`config.mk`:
```
export PLATFORM = sky130hd
export DESIGN_NAME = dma_regif
export DESIGN_NICKNAME = d
export VERILOG_FILES = /design/src/rtl/dma_regif_pkg.sv /design/src/rtl/dma_byte_ptr.sv /design/src/rtl/dma_chan_regs.sv /design/src/rtl/dma_req_gate.sv /design/src/rtl/dma_regif.sv
export SDC_FILE = /design/constraint.sdc
export NUM_CORES = 1
export LEC_CHECK = 0
export BUFFER_PORTS_ARGS = -buffer_cell sky130_fd_sc_hd__buf_4
export CORE_MARGIN = 1.5
export CORE_UTILIZATION = 40
export CTS_CLUSTER_SIZE = 40
export DETAILED_ROUTE_END_ITERATION = 8
export HOLD_SLACK_MARGIN = 0.06
export PLACE_DENSITY = 0.66
export SKIP_LAST_GASP = 1
export SLEW_MARGIN = 0
export SYNTH_ARGS = -nofsm -noshare
export SYNTH_HDL_FRONTEND = slang
export SYNTH_SLANG_ARGS = --single-unit
export TNS_END_PERCENT = 30
```
`constraint.sdc`:
```
create_clock -name clk -period 2.55 [get_ports clk]
set_input_delay 0.1275 -clock clk [delete_from_list [all_inputs] [get_ports clk]]
set_output_delay 0.1275 -clock clk [all_outputs]
set_load 0.005 [all_outputs]
```
`src/rtl/dma_regif_pkg.sv`:
```
package dma_regif_pkg;
  localparam int unsigned BYTE_W = 8;
  localparam int unsigned WORD_W = 2 * BYTE_W;

  localparam logic [3:0] OFS_CMD   = 4'h8;
  localparam logic [3:0] OFS_REQ   = 4'h9;
  localparam logic [3:0] OFS_MASK  = 4'hA;
  localparam logic [3:0] OFS_MODE  = 4'hB;
  localparam logic [3:0] OFS_CLRFF = 4'hC;

  typedef enum logic [1:0] {XF_VERIFY, XF_WRITE, XF_READ, XF_ILLEGAL} xfer_e;
  typedef enum logic [1:0] {SV_DEMAND, SV_SINGLE, SV_BLOCK, SV_CASCADE} svc_e;

  // field order follows data bits 7:2 of the mode write
  typedef struct packed {
    svc_e  svc;
    logic  dec;
    logic  autoinit;
    xfer_e xfer;
  } mode_t;

  function automatic mode_t mode_from_byte(input logic [BYTE_W-1:0] d);
    return mode_t'(d[7:2]);
  endfunction

  function automatic logic [WORD_W-1:0] merge_word(input logic [WORD_W-1:0] w,
                                                   input logic [BYTE_W-1:0] b,
                                                   input logic hi);
    return hi ? {b, w[BYTE_W-1:0]} : {w[WORD_W-1:BYTE_W], b};
  endfunction

  function automatic logic [BYTE_W-1:0] pick_byte(input logic [WORD_W-1:0] w,
                                                  input logic hi);
    return hi ? w[WORD_W-1:BYTE_W] : w[BYTE_W-1:0];
  endfunction

  function automatic logic mode_illegal(input mode_t m, input logic m2m);
    return (m.xfer == XF_ILLEGAL) && (m.svc != SV_CASCADE) && !m2m;
  endfunction
endpackage

```
`src/rtl/dma_byte_ptr.sv`:
```
module dma_byte_ptr (
  input  logic clk,
  input  logic rst_n,
  input  logic clr,
  input  logic toggle,
  output logic ptr_hi
);
  always_ff @(posedge clk) begin
    if (!rst_n)      ptr_hi <= 1'b0;
    else if (clr)    ptr_hi <= 1'b0;
    else if (toggle) ptr_hi <= ~ptr_hi;
  end
endmodule

```
`src/rtl/dma_chan_regs.sv`:
```
module dma_chan_regs
  import dma_regif_pkg::*;
#(
  parameter int unsigned CH_IDX = 0,
  parameter int unsigned SELW   = 2
) (
  input  logic              clk,
  input  logic              rst_n,
  input  logic              ev_wr_req,
  input  logic              ev_wr_mask,
  input  logic              ev_wr_mode,
  input  logic [SELW-1:0]   cmd_sel,
  input  logic [BYTE_W-1:0] wdata,
  input  logic              ev_wide_wr,
  input  logic [SELW-1:0]   wide_ch,
  input  logic              wide_is_cnt,
  input  logic              ptr_hi,
  output logic              mask_q,
  output logic              swreq_q,
  output mode_t             mode_q,
  output logic [WORD_W-1:0] base_q,
  output logic [WORD_W-1:0] cnt_q
);
  localparam logic [SELW-1:0] MY_ID = SELW'(CH_IDX);

  logic cmd_hit, wide_hit;
  assign cmd_hit  = (cmd_sel == MY_ID);
  assign wide_hit = ev_wide_wr && (wide_ch == MY_ID);

  always_ff @(posedge clk) begin
    if (!rst_n) begin
      mask_q  <= 1'b1;
      swreq_q <= 1'b0;
      mode_q  <= '0;
      base_q  <= '0;
      cnt_q   <= '0;
    end else begin
      if (ev_wr_req && cmd_hit)  swreq_q <= wdata[2];
      if (ev_wr_mask && cmd_hit) mask_q  <= wdata[2];
      if (ev_wr_mode && cmd_hit) mode_q  <= mode_from_byte(wdata);
      if (wide_hit && !wide_is_cnt) base_q <= merge_word(base_q, wdata, ptr_hi);
      if (wide_hit && wide_is_cnt)  cnt_q  <= merge_word(cnt_q, wdata, ptr_hi);
    end
  end
endmodule

```
`src/rtl/dma_req_gate.sv`:
```
module dma_req_gate #(
  parameter int unsigned NCH = 4
) (
  input  logic [NCH-1:0] dreq,
  input  logic [NCH-1:0] swreq,
  input  logic [NCH-1:0] mask,
  output logic [NCH-1:0] eff
);
  for (genvar i = 0; i < NCH; i++) begin : g_gate
    assign eff[i] = (dreq[i] | swreq[i]) & ~mask[i];
  end
endmodule

```
`src/rtl/dma_regif.sv`:
```
module dma_regif
  import dma_regif_pkg::*;
#(
  parameter int unsigned NCH    = 4,
  parameter int unsigned ADDR_W = 4
) (
  input  logic                  clk,
  input  logic                  rst_n,
  input  logic [ADDR_W-1:0]     reg_addr,
  input  logic [BYTE_W-1:0]     reg_wdata,
  input  logic                  reg_wr,
  input  logic                  reg_rd,
  output logic [BYTE_W-1:0]     reg_rdata,
  input  logic [NCH-1:0]        dreq_hw,
  output logic [NCH-1:0]        eff_req_o,
  output logic [NCH-1:0]        mask_o,
  output logic [NCH-1:0]        swreq_o,
  output logic [NCH-1:0]        illegal_o,
  output logic [NCH-1:0]        auto_init_o,
  output logic [NCH-1:0]        addr_dec_o,
  output logic [2*NCH-1:0]      xfer_type_o,
  output logic [2*NCH-1:0]      svc_mode_o,
  output logic [WORD_W*NCH-1:0] base_addr_o,
  output logic [WORD_W*NCH-1:0] word_cnt_o,
  output logic [BYTE_W-1:0]     cmd_o,
  output logic                  mem2mem_o
);
  localparam int unsigned SELW = (NCH > 1) ? $clog2(NCH) : 1;
  localparam logic [ADDR_W:0] WIDE_LIM = (ADDR_W+1)'(2 * NCH);

  // named internal events
  logic ev_wr_req, ev_wr_mask, ev_wr_mode, ev_wr_cmd, ev_clr_ptr;
  logic wide_hit, ev_wide_wr, ev_wide_rd, ev_wide_acc;
  logic byte_ptr;
  logic [SELW-1:0] cmd_sel, wide_ch;
  logic wide_is_cnt;

  assign ev_wr_req   = reg_wr && (reg_addr == OFS_REQ);
  assign ev_wr_mask  = reg_wr && (reg_addr == OFS_MASK);
  assign ev_wr_mode  = reg_wr && (reg_addr == OFS_MODE);
  assign ev_wr_cmd   = reg_wr && (reg_addr == OFS_CMD);
  assign ev_clr_ptr  = reg_wr && (reg_addr == OFS_CLRFF);
  assign wide_hit    = ({1'b0, reg_addr} < WIDE_LIM);
  assign ev_wide_wr  = reg_wr && wide_hit;
  assign ev_wide_rd  = reg_rd && !reg_wr && wide_hit;
  assign ev_wide_acc = ev_wide_wr || ev_wide_rd;
  assign cmd_sel     = reg_wdata[SELW-1:0];
  assign wide_ch     = reg_addr[SELW:1];
  assign wide_is_cnt = reg_addr[0];

  dma_byte_ptr u_ptr (
    .clk    (clk),
    .rst_n  (rst_n),
    .clr    (ev_clr_ptr),
    .toggle (ev_wide_acc),
    .ptr_hi (byte_ptr)
  );

  logic [BYTE_W-1:0] cmd_q;
  always_ff @(posedge clk) begin
    if (!rst_n)         cmd_q <= '0;
    else if (ev_wr_cmd) cmd_q <= reg_wdata;
  end
  assign cmd_o     = cmd_q;
  assign mem2mem_o = cmd_q[0];

  logic [NCH-1:0]    mask_q, swreq_q;
  mode_t             mode_q [NCH];
  logic [WORD_W-1:0] base_q [NCH];
  logic [WORD_W-1:0] cnt_q  [NCH];

  for (genvar i = 0; i < NCH; i++) begin : g_ch
    dma_chan_regs #(.CH_IDX(i), .SELW(SELW)) u_ch (
      .clk         (clk),
      .rst_n       (rst_n),
      .ev_wr_req   (ev_wr_req),
      .ev_wr_mask  (ev_wr_mask),
      .ev_wr_mode  (ev_wr_mode),
      .cmd_sel     (cmd_sel),
      .wdata       (reg_wdata),
      .ev_wide_wr  (ev_wide_wr),
      .wide_ch     (wide_ch),
      .wide_is_cnt (wide_is_cnt),
      .ptr_hi      (byte_ptr),
      .mask_q      (mask_q[i]),
      .swreq_q     (swreq_q[i]),
      .mode_q      (mode_q[i]),
      .base_q      (base_q[i]),
      .cnt_q       (cnt_q[i])
    );

    assign xfer_type_o[2*i +: 2]       = mode_q[i].xfer;
    assign svc_mode_o[2*i +: 2]        = mode_q[i].svc;
    assign auto_init_o[i]              = mode_q[i].autoinit;
    assign addr_dec_o[i]               = mode_q[i].dec;
    assign illegal_o[i]                = mode_illegal(mode_q[i], cmd_q[0]);
    assign base_addr_o[WORD_W*i +: WORD_W] = base_q[i];
    assign word_cnt_o[WORD_W*i +: WORD_W]  = cnt_q[i];
  end

  assign mask_o  = mask_q;
  assign swreq_o = swreq_q;

  dma_req_gate #(.NCH(NCH)) u_gate (
    .dreq  (dreq_hw),
    .swreq (swreq_q),
    .mask  (mask_q),
    .eff   (eff_req_o)
  );

  always_comb begin
    reg_rdata = '0;
    if (ev_wide_rd)
      reg_rdata = pick_byte(wide_is_cnt ? cnt_q[wide_ch] : base_q[wide_ch], byte_ptr);
  end
endmodule

```
==> results.sh <==
export IMPL_combPwrFrac_pct=7.1
export IMPL_synthXorXnorAreaFrac_pct=0
export IMPL_drt_pass1_iterations=5
export IMPL_synth_fa_ha_area_share_pct=0
export IMPL_htreeDepth=4
export IMPL_root_buffer="clkbuf_16"
export IMPL_clk_latency_ns=0.43
export IMPL_coreArea_sq_um=19500
export IMPL_start_util_pct=40.9
export IMPL_cts_tree="yes"
export IMPL_syn_to_final_growth_pct=28.0
export IMPL_nNetsFinal=1015
export IMPL_setup_tns_ns=0
export IMPL_seq_area_frac_synth_pct=42.4
export IMPL_cts_buffers=17
export IMPL_cpPeakStageDelay_ns=0.48
export IMPL_grt_pass1_wl_mm=38.1
export IMPL_clockBufferDepth=2
export IMPL_p_leak_nw=4.08
export IMPL_power_frac_clock_pct=47.7
export IMPL_post_drt_wl_per_cell_um=20.1
export IMPL_p_sw_share_pct=22.1
export IMPL_antenna_found_initial=0
export IMPL_slew_headroom_pct=57.3
export IMPL_setup_viol=0
export IMPL_portBuffers=204
export IMPL_grt_max_degree=81
export IMPL_irDropWorstVdd_mv=0.366
export IMPL_pre_cts_ws_ns=0.569
export IMPL_hold_buffers=0
export IMPL_ys_types=36
export IMPL_maxCapViolCount=0
export IMPL_drc_errors=0
export IMPL_place_inst=1241
export IMPL_worstMarginPinSlew_ns=0.641
export IMPL_grt_usage_pct=24.5
export IMPL_die_w_um=144
export IMPL_hold_viol_final=0
export IMPL_synth_top_area_share_pct=42.4
export IMPL_synth_simple_gate_area_share_pct=20.8
export IMPL_synth_seq_cells=169
export IMPL_fin_util_pct=52.3
export IMPL_max_freq_mhz=430
export IMPL_pwr_density_cell_nw_per_um2=582
export IMPL_drt_iter0_drc=606
export IMPL_fp_dieArea_sq_um=20800
export IMPL_wl_mm=25.5
export IMPL_critPathMostFrequentCell="buf_4"
export IMPL_critPathKind="reg -> out"
export IMPL_path_buf_inv=3
export IMPL_period_share_pct=91.2
export IMPL_vias=6860
export IMPL_dpl_hpwl_mm=17.5
export IMPL_rows=51
export IMPL_power_internal_mw=4.63
export IMPL_final_common_cell="buf_4"
export IMPL_critPathCaptureType="output port"
export IMPL_instances_no_fill=1271
export IMPL_gp_congestion=0.829
export IMPL_grt_ovfl_total=0
export IMPL_yosysWarningCount=0
export IMPL_cp_required_ns=2.42
export IMPL_layout_setup_ws_ns=0.225
export IMPL_io_pins=205
export IMPL_drive_above_1_share_pct=28.3
export IMPL_synth_net_count=861
export IMPL_cts_clk_slew_worst_paths_ns=0.06
export IMPL_layout_common_cells="222 x buf_4, 169 x dfxtp_1, 119 x nand2_1, 96 x mux2i_1, 88 x a21boi_0"
export IMPL_postCtsSetupBuffers=0
export IMPL_timing_final_max_slew_violations=0
export IMPL_worstPathCellList="inv_1, nor3_1, buf_4, a22oi_1, o211ai_1, buf_4"
export IMPL_finalClockSkew_ns=0.00903
export IMPL_chipHeight_um=144
export IMPL_period_needed_ns=2.32
export IMPL_rsz0062_at_grt="false"
export IMPL_diodes=0
export IMPL_synth_top_family_by_area="simple AND/OR/NAND/NOR gates"
export IMPL_postRouteAntennaNets=0
export IMPL_hold_slack_ns=0.0908
export IMPL_p_seq_share_pct=45.1
export IMPL_synth_compound_area_share_pct=12.1
export IMPL_cts_sinks=169
export IMPL_p_sw_mw=1.31
export IMPL_hold_class="in -> reg"
export IMPL_cp_arrival_ns=2.20
export IMPL_grt_pass1_vias=6271
export IMPL_startpoint_type="register"
export IMPL_outcome="finished clean"
export IMPL_slowest_stage="dfxtp_1"
export IMPL_via_per_inst=5.40
export IMPL_synth_area_per_cell_sq_um=9.49
export IMPL_yosysTopAreaCell="dfxtp_1"
export IMPL_postSynthCellCount=841
export IMPL_ctsResizeCount=0
export IMPL_synth_mux_area_share_pct=18.8
export IMPL_synthTopCellsByArea="dfxtp_1 42%, mux2i_1 12%, a21boi_0 8.3%, mux4_2 6.8%, nor2b_1 6.4%"
export IMPL_synth_area_sq_um=7980
export IMPL_cp_max_fo=11
export IMPL_crit_family="buffers and inverters"
-- registers in the layout, indices dropped and copies added, names as in the netlist --
register / count
g_ch.u_ch.base_q: 64
g_ch.u_ch.cnt_q: 64
g_ch.u_ch.mode_q: 24
cmd_o: 8
g_ch.u_ch.mask_q: 4
g_ch.u_ch.swreq_q: 4
u_ptr.ptr_hi: 1
-- power groups by stage --
stage	Combinational (mW)	Clock [mW]	Sequential, mW
5_1_grt	0.451	2.99	2.68
3_5_place_dp	0.421	0	2.74
2_1_floorplan	0.273	0	2.73
3_3_place_gp	0.419	0	2.74
6_report	0.424	2.84	2.68
4_1_cts	0.422	2.88	2.68
-- area by class of cell --
type,instances,area [sq um]
clock buffers,22,474
clock inverters,8,168
fillers,1848,9320
inverters,3,11.3
multi-input cells,580,4140
flip-flops and latches,169,3380
well taps,265,332
repair buffers,224,1710
-- worst reg2reg max path: cells and delay by family (launching register included) --
family / cells / cell delay (ns)
buffers and inverters: 1 / 0.28
flip-flops: 1 / 0.48
multiplexers: 1 / 0.20
AND/OR/NAND/NOR: 3 / 0.80
-- per-layer routing --
metal,GRT usage (%),part of all wire (%),vias up
met5,0,0,-
met4,7.55,1.9,0
met3,4.14,7.1,31
met2,37.7,46,272
met1,35.2,45,3328
li1,-,-,3229
-- kinds of logic after synthesis --
family	after synthesis
DFF	169
muxes	120
and+or+nand+nor	327
AOI/OAI and AO/OA	133
buffers and inverters	92
-- metrics by stage --
step                power [mW]  area (sq um)
floorplan                 3.01          7980
global placement          3.16          9570
detailed placement        3.16          9570
CTS                       5.99         10200
global route              6.12         10200
finish                    5.94         10200
-- worst paths after layout --
kind / from / slack [ns] / cells past startpoint / endpoint
setup / recovery: u_ptr.ptr_hi$_SDFFE_PP0P_ / 0.23 / 6 / reg_rdata[4]
hold / removal: reg_rd / 0.09 / 3 / u_ptr.ptr_hi$_SDFFE_PP0P_
setup reg to reg: u_ptr.ptr_hi$_SDFFE_PP0P_ / 0.69 / 5 / g_ch[1].u_ch.cnt_q[13]$_SDFFE_PN0P_
hold reg to reg: g_ch[2].u_ch.base_q[10]$_SDFFE_PN0P_ / 0.48 / 2 / g_ch[2].u_ch.base_q[10]$_SDFFE_PN0P_
-- Yosys cell counts --
cell        n
buf_1       4
nand2b_1    4
and2_1      1
a21boi_0   88
nand3b_1    1
mux4_2     24
nor3b_1     2
o21a_1      1
and3_1      3
dfxtp_1   169
nor4_1      1
nand2_1   119
buf_4      18
mux2i_1    96
nor2_1     15
o211ai_1    4
inv_1       3
nor3_2      1
nor4b_1     1
a22oi_1    12
o21ai_0    17
a22o_1      2
buf_6       4
a211oi_1    4
nand4_1     2
nand4b_1    1
and4bb_2    3
nor3_1      3
a221oi_1    5
nor2b_1    81
nand3_1    86
buf_2      19
nor3_4      1
and4b_1     1
clkbuf_1   44
nor4b_4     1
(Power assumes the default switching activity.)
